File: src/rtl/pwrdn_ctl.sv
module pwrdn_ctl #(
  parameter int N_IRQ = 4
) (
  input  logic             clk,
  input  logic             rst_n,
  input  logic             wr_en,
  input  logic [7:0]       wr_data,
  output logic [7:0]       rd_data,
  input  logic             wdt_run,
  input  logic             sleep_req,
  input  logic [N_IRQ-1:0] irq,
  output logic [1:0]       mode,
  output logic             port_hiz
);

  localparam logic [1:0] M_RUN  = 2'b00;
  localparam logic [1:0] M_SLP  = 2'b01;
  localparam logic [1:0] M_STBY = 2'b10;

  logic stby_sel, hiz_sel, irq_block;
  logic in_run, any_irq, wr_ok;

  assign in_run  = (mode == M_RUN);
  assign any_irq = |irq;
  assign wr_ok   = wr_en && in_run;

  always_ff @(posedge clk or negedge rst_n) begin
    if (!rst_n) begin
      stby_sel  <= 1'b0;
      hiz_sel   <= 1'b0;
      irq_block <= 1'b1;
    end else if (wr_ok) begin
      if (!wr_data[7])   stby_sel <= 1'b0;
      else if (!wdt_run) stby_sel <= 1'b1;
      if (!wr_data[6])   hiz_sel  <= 1'b0;
      else if (!wdt_run) hiz_sel  <= 1'b1;
      irq_block <= wr_data[0];
    end
  end

  always_ff @(posedge clk or negedge rst_n) begin
    if (!rst_n) mode <= M_RUN;
    else begin
      case (mode)
        M_RUN:   if (sleep_req) mode <= stby_sel ? M_STBY : M_SLP;
        M_SLP:   if (any_irq) mode <= M_RUN;
        M_STBY:  if (any_irq && !irq_block) mode <= M_RUN;
        default: mode <= M_RUN;
      endcase
    end
  end

  assign rd_data  = {stby_sel, hiz_sel, 1'b0, 4'b1111, irq_block};
  assign port_hiz = (mode == M_STBY) && hiz_sel;


  sleep_entry_chk: assert property (@(posedge clk) disable iff (!rst_n)
    (in_run && sleep_req) |=> (mode == ($past(stby_sel) ? M_STBY : M_SLP)));


  stby_lock_chk: assert property (@(posedge clk) disable iff (!rst_n)
    (wr_en && wdt_run && wr_data[7] && !stby_sel) |=> !stby_sel);


  hiz_lock_chk: assert property (@(posedge clk) disable iff (!rst_n)
    (wr_en && wdt_run && wr_data[6] && !hiz_sel) |=> !hiz_sel);


  stby_hold_chk: assert property (@(posedge clk) disable iff (!rst_n)
    (mode == M_STBY && irq_block) |=> (mode == M_STBY));


  sleep_wake_chk: assert property (@(posedge clk) disable iff (!rst_n)
    (mode == M_SLP && any_irq) |=> in_run);


  idle_write_chk: assert property (@(posedge clk) disable iff (!rst_n)
    (!in_run) |=> $stable(rd_data));


  hiz_exit_chk: assert property (@(posedge clk) disable iff (!rst_n)
    (port_hiz && any_irq && !irq_block) |=> !port_hiz);

endmodule

File: config.mk
export PLATFORM = sky130hd
export DESIGN_NAME = pwrdn_ctl
export DESIGN_NICKNAME = d
export VERILOG_FILES = /design/src/rtl/pwrdn_ctl.sv
export SDC_FILE = /design/constraint.sdc
export NUM_CORES = 1
export LEC_CHECK = 0
export ABC_AREA = 1
export BUFFER_PORTS_ARGS = -buffer_cell sky130_fd_sc_hd__buf_2
export CELL_PAD_IN_SITES_DETAIL_PLACEMENT = 0
export CELL_PAD_IN_SITES_GLOBAL_PLACEMENT = 1
export CORE_UTILIZATION = 24
export DETAILED_ROUTE_END_ITERATION = 10
export HOLD_SLACK_MARGIN = 0.05
export PLACE_DENSITY_LB_ADDON = 0.2
export SYNTH_ARGS = -nofsm -noshare
export SYNTH_HDL_FRONTEND = slang
export SYNTH_SLANG_ARGS = --single-unit
File: constraint.sdc
create_clock -name clk -period 2.4 [get_ports clk]
set_clock_uncertainty 0.2 [all_clocks]
set_input_delay 0.12 -clock clk [delete_from_list [all_inputs] [get_ports clk]]
set_output_delay 0.12 -clock clk [all_outputs]
set_load 0.03 [all_outputs]
==> impl_metrics.py, run 1 <==
metrics = {
    "run_status": {
        "status": "completed",
    },
    "grt": {
        "grt_pass1_vias": 346,
        "grt_pass1_wl_um": 1269,
        "grt_overflow": 0,
        "grtUsageTotal_pct": 12.68,
        "grt_max_degree": 9,
        "antenna_found_initial": 0,
    },
    "placed_design": {
        "post-place-ws_ns": 1.220,
        "placed_area_um2": 387.9,
        "gp_congestion": 0.5494,
        "port-buffer-count": 17,
        "post-dp-hpwl_um": 504.7,
    },
    "finish": {
        "layout-drive-gt1-share_pct": 28.57,
        "syn_to_final_growth_pct": 72.56,
        "design_area_um2": 574.3,
        "final_common_cell": "buf_2",
        "final_cell_mix": "17 x buf_2, 16 x dlygate4sd3_1, 14 x nand2_1",
        "nNetsFinal": 95,
        "n_antenna_cell": 0,
    },
    "critical_path": {
        "cp-end-kind": "flop",
        "worstPathRequired_ns": 2.36,
        "critPathLaunchType": "input pin",
        "crit_path_top_delay_cell": "dlygate4sd3_1",
        "critPathMaxFanout": 2,
        "critPathKind": "in -> reg",
        "crit_top_cell": "dlygate4sd3_1",
        "cpPeakStageDelay_ns": 0.55,
        "arrival_ns": 2.12,
        "cp_cell_sequence": "dlygate4sd3_1 > buf_2 > nor2_1 > dlygate4sd3_1 > nand2_1 > dlygate4sd3_1 > o21ai_0",
    },
    "synth": {
        "avgSynthCellArea_um2": 7.396,
        "yosys.cell_types.count": 13,
        "syn_area_um2": 332.8,
        "yosys_register_bits": 5,
        "netlist.area_leader.share_pct": 30.08,
        "synthCells": 45,
        "netlist_top_cells_area": "dfrtp_1 30%, buf_4 18%, nand2_1 16%, dfstp_2 7.9%, nand3_1 6.0%",
        "ys_seq_area_share_pct": 37.97,
        "yosys.area.top_type": "dfrtp_1",
        "ys_warn_count": 0,
    },
    "clocking": {
        "clk_pin_slew_ns": 0.04,
        "post_cts_buffers": 0,
        "cts-root-buf": "clkbuf_4",
        "cts_sinks": 5,
        "htreeDepth": 1,
        "cts-buffers-inserted": 3,
        "clock_path_buffers": 2,
        "cts_tree": "built",
        "hold_buffers": 16,
        "clock_latency_ns": 0.24,
        "ctsResizeCount": 0,
    },
    "drt": {
        "vias": 371,
        "wire_per_inst_um": 7.826,
        "vias_per_cell": 4.033,
        "drt-initial-drc-count": 6,
        "drt-met1-wl_um": 337,
        "finalWirelength_um": 720,
        "drtAntennaViolNets": 0,
        "drt_first_pass_iters": 4,
        "met2WireLength_um": 344,
        "route.met3.wl_um": 38,
        "drcViolationCount": 0,
        "dr.max_layer_used": "met3",
    },
    "worst_hold_path": {
        "hold_path.class": "in -> async",
    },
    "power_and_ir_drop": {
        "p_leak_nw": 0.3079,
        "ir_drop_v": 0.0003224,
        "p_per_area_nw_per_um2": 1015,
        "power_uw": 583.0,
    },
    "timing": {
        "fmax_mhz": 463.4,
        "timing.final.ws_setup_ns": 0.2419,
        "rsz0062_at_grt": "no",
        "tns_ns": 0,
        "finalHoldViolations": 0,
        "setup_viol": 0,
        "period_needed_ns": 2.158,
        "post-route-period-util_pct": 89.92,
        "drv_slew": 0,
    },
    "die": {
        "die_y_um": 39.24,
        "rows": 13,
        "top_level_ports": 28,
        "core_area_um2": 1301,
        "start_util_pct": 25.58,
        "die_x_um": 39.24,
        "die-area_um2": 1540,
    },
    "run": {
        "timing.max_cap.violations": 0,
    },
}
==> layout make-up <==
cell class / instances / area (µm²)
fill: 152 / 726.9
timing repair buffer: 33 / 245.2
multi-input combinational: 32 / 146.4
sequential: 5 / 126.4
clock buffer: 4 / 26.28
tap: 15 / 18.77
inverter: 3 / 11.26
==> metrics by stage <==
step	hold WS, ns	utilization [%]	instances
2_1_floorplan	-0.3756	-	48
3_3_place_gp	-0.2553	29.81	72
3_5_place_dp	-0.2608	29.81	72
4_1_cts	0.1504	44.13	92
5_1_grt	0.1590	44.13	92
6_report	0.1512	44.13	92
==> worst max-delay path, delay by kind of cell <==
kind                   cells  cell delay, ns
and+or+nand+nor            2            0.13
buffers and inverters      4            1.75
AOI/OAI and AO/OA          1            0.13
==> where the power goes <==
part | switching [mW] | total, mW | leakage [nW] | internal [mW]
Combinational | 0.183 | 0.317 | 0.230 | 0.134
Clock | 0.0345 | 0.0973 | 0.0150 | 0.0629
Sequential | 0.0407 | 0.169 | 0.0625 | 0.128
==> cells in the mapped netlist <==
library cell,n
buf_4,8
conb_1,2
dfrtp_1,4
dfstp_2,1
inv_1,3
nand2_1,14
nand3_1,4
nand3b_1,1
nand4_1,2
nor2_1,3
nor2_4,1
nor3b_1,1
o21ai_0,1
==> registers in the layout, indices dropped and copies added, names as in the netlist <==
signal and count:
mode 2, irq_block 1, hiz_sel 1, stby_sel 1
==> worst paths after layout <==
check | start | end | cells after the start | slack, ns
max | irq[3] | mode[0]$_DFFE_PN0P_ | 7 | 0.24
min | rst_n | irq_block$_DFFE_PN1P_ | 2 | 0.15
max reg2reg | mode[0]$_DFFE_PN0P_ | stby_sel$_DFFE_PN0P_ | 5 | 0.25
min reg2reg | stby_sel$_DFFE_PN0P_ | mode[0]$_DFFE_PN0P_ | 2 | 0.40
max in group asynchronous | rst_n | hiz_sel$_DFFE_PN0P_ | 3 | 1.23
min in group clk | stby_sel$_DFFE_PN0P_ | mode[0]$_DFFE_PN0P_ | 2 | 0.40
==> layer usage <==
metal  up-vias  global-route usage (%)
li1        193                       -
met1       164                   14.63
met2        14                   20.42
met3         0                   1.734
met4         0                   10.34
met5         -                       0
==> kinds of logic (layout without fill, tap and decap cells) <==
family	Yosys count	count (layout)	synth area share, %
AO/OA/AOI/OAI	1	1	1.502
buffers and inverters	11	40	21.43
other	2	5	2.256
flip-flops	5	5	37.97
AND/OR/NAND/NOR	26	26	36.84
(Power assumes the default switching activity.)
==> run 2, diff against run 1 <==
--- a/config.mk
+++ b/config.mk
@@ -13,6 +13,7 @@
 export DETAILED_ROUTE_END_ITERATION = 10
 export HOLD_SLACK_MARGIN = 0.05
 export PLACE_DENSITY_LB_ADDON = 0.2
+export REMOVE_ABC_BUFFERS = 1
 export SYNTH_ARGS = -nofsm -noshare
 export SYNTH_HDL_FRONTEND = slang
 export SYNTH_SLANG_ARGS = --single-unit
==> constraint.sdc (replaced) <==
create_clock -name clk -period 2.4 [get_ports clk]
set_clock_uncertainty 0.2 [all_clocks]
set_input_delay 0.72 -clock clk [delete_from_list [all_inputs] [get_ports clk]]
set_output_delay 0.72 -clock clk [all_outputs]
set_load 0.03 [all_outputs]
==> run 2 against run 1 <==
  * Global-route usage fell by 2.2 points
  * Die area is the same
  * Core utilization down 12 points
  * Largest power group unchanged
==> impl_metrics.py, run 2 (same netlist as run 1, synthesis figures left out) <==
metrics = {
    "power_and_ir_drop": {
        "swShare_pct": 48.24,
        "intPower_uw": 267.8,
        "seq_power_share_pct": 32.6,
        "pwr-share-comb_pct": 48.6,
        "ir_drop_v": 0.0003575,
        "p_leak_nw": 0.2432,
        "power_uw": 517.4,
        "p_per_area_nw_per_um2": 1249,
        "power_switching_uw": 249.6,
        "clockPowerShare_pct": 18.7,
    },
    "timing": {
        "rsz0062_at_grt": "no",
        "drv_slew": 0,
        "fmax_mhz": 487.2,
        "tns_ns": 0,
        "setup_viol": 0,
        "period_needed_ns": 2.053,
        "finalHoldViolations": 0,
        "post-route-period-util_pct": 85.53,
    },
    "die": {
        "core_area_um2": 1301,
        "die-area_um2": 1540,
        "die_x_um": 39.24,
        "die_y_um": 39.24,
        "rows": 13,
        "top_level_ports": 28,
        "start_util_pct": 25.58,
    },
    "finish": {
        "layout-drive-gt1-share_pct": 36.07,
        "final_cell_mix": "17 x buf_2, 14 x nand2_1, 5 x conb_1",
        "syn_to_final_growth_pct": 24.44,
        "final_common_cell": "buf_2",
        "largest-register": "mode",
        "nNetsFinal": 79,
        "largest_reg_flops": 2,
        "n_antenna_cell": 0,
    },
    "drt": {
        "drtAntennaViolNets": 0,
        "wire_per_inst_um": 8.145,
        "vias": 310,
        "drt-initial-drc-count": 7,
        "drt_first_pass_iters": 4,
        "drcViolationCount": 0,
        "finalWirelength_um": 619,
        "vias_per_cell": 4.079,
    },
    "grt": {
        "grtUsageTotal_pct": 10.44,
        "grt_overflow": 0,
        "antenna_found_initial": 0,
        "grt_max_degree": 9,
        "grt_pass1_vias": 244,
        "grt_pass1_wl_um": 972,
    },
    "critical_path": {
        "crit_path_top_delay_cell": "dfrtp_1",
        "startpoint": "mode[1]$_DFFE_PN0P_",
        "r2r_start": "mode[0]$_DFFE_PN0P_",
        "critPathMaxFanout": 3,
        "crit_buf_inv": 2,
        "cpPeakStageDelay_ns": 0.39,
        "arrival_ns": 1.13,
        "critPathKind": "reg -> out",
        "cpLargestDelayFamily": "flip-flops",
        "critPathLaunchType": "flop",
        "cp_cell_sequence": "inv_1 > nor3b_1 > buf_2",
        "worstPathRequired_ns": 1.48,
        "cp-end-kind": "primary output",
    },
    "clocking": {
        "clock_path_buffers": 2,
        "clk_pin_slew_ns": 0.04,
        "cts_tree": "built",
        "clock_latency_ns": 0.24,
        "cts_sinks": 5,
        "hold_buffers": 0,
        "cts-buffers-inserted": 3,
        "htreeDepth": 1,
        "ctsResizeCount": 0,
        "cts-root-buf": "clkbuf_4",
        "post_cts_buffers": 0,
    },
    "run_status": {
        "status": "completed",
    },
    "worst_hold_path": {
        "hold_path.class": "in -> async",
    },
    "placed_design": {
        "gp_congestion": 0.5948,
        "post-dp-hpwl_um": 478.9,
        "port-buffer-count": 17,
    },
    "run": {
        "timing.max_cap.violations": 0,
    },
}
-- run 2: path summary, 6_finish.rpt --
path                                    endpoint  slack, ns  cells after the start
max reg2reg                  hiz_sel$_DFFE_PN0P_       1.24                      4
max                                     port_hiz       0.35                      3
max in group asynchronous  irq_block$_DFFE_PN1P_       1.71                      1
min in group clk           irq_block$_DFFE_PN1P_       0.27                      2
min reg2reg                irq_block$_DFFE_PN1P_       0.27                      2
min                          mode[0]$_DFFE_PN0P_       0.08                      1
-- run 2: power groups by stage --
stage / Clock [mW] / Combinational, mW / Sequential [mW]
after CTS: 0.102 / 0.253 / 0.170
after global placement: 0 / 0.255 / 0.171
after floorplan: 0 / 0.107 / 0.242
final: 0.0970 / 0.252 / 0.169
after global routing: 0.107 / 0.279 / 0.178
after detailed placement: 0 / 0.252 / 0.170
-- run 2: layout make-up --
cell class	count	area (µm²)
Fill cell	153	887.1
Multi-Input combinational cell	32	146.4
Sequential cell	5	126.4
Timing Repair Buffer	17	85.08
Clock buffer	4	26.28
Tap cell	15	18.77
Inverter	3	11.26
-- run 2: layer usage --
metal	global-route usage, %	vias up	routed length, µm	share of wire (%)
li1	-	159	-	-
met1	11.97	132	285	46
met2	13.33	17	261	42
met3	5.202	2	63	10
met4	10.34	0	7	1.1
met5	0	-	0	0
-- run 2: stage by stage --
| step | hold slack [ns] | cells | worst slack (ns) | util (%) | cell area (µm²) |
|---|---|---|---|---|---|
| after floorplan | 0.2244 | 40 | 0.06881 | - | 284.0 |
| after global placement | 0.2636 | 72 | 0.6228 | 29.81 | 387.9 |
| after detailed placement | 0.2678 | 72 | 0.6055 | 29.81 | 387.9 |
| after CTS | 0.07866 | 76 | 0.3297 | 31.83 | 414.1 |
| after global routing | 0.07844 | 76 | 0.2066 | 31.83 | 414.1 |
| final | 0.08390 | 76 | 0.3474 | 31.83 | 414.1 |
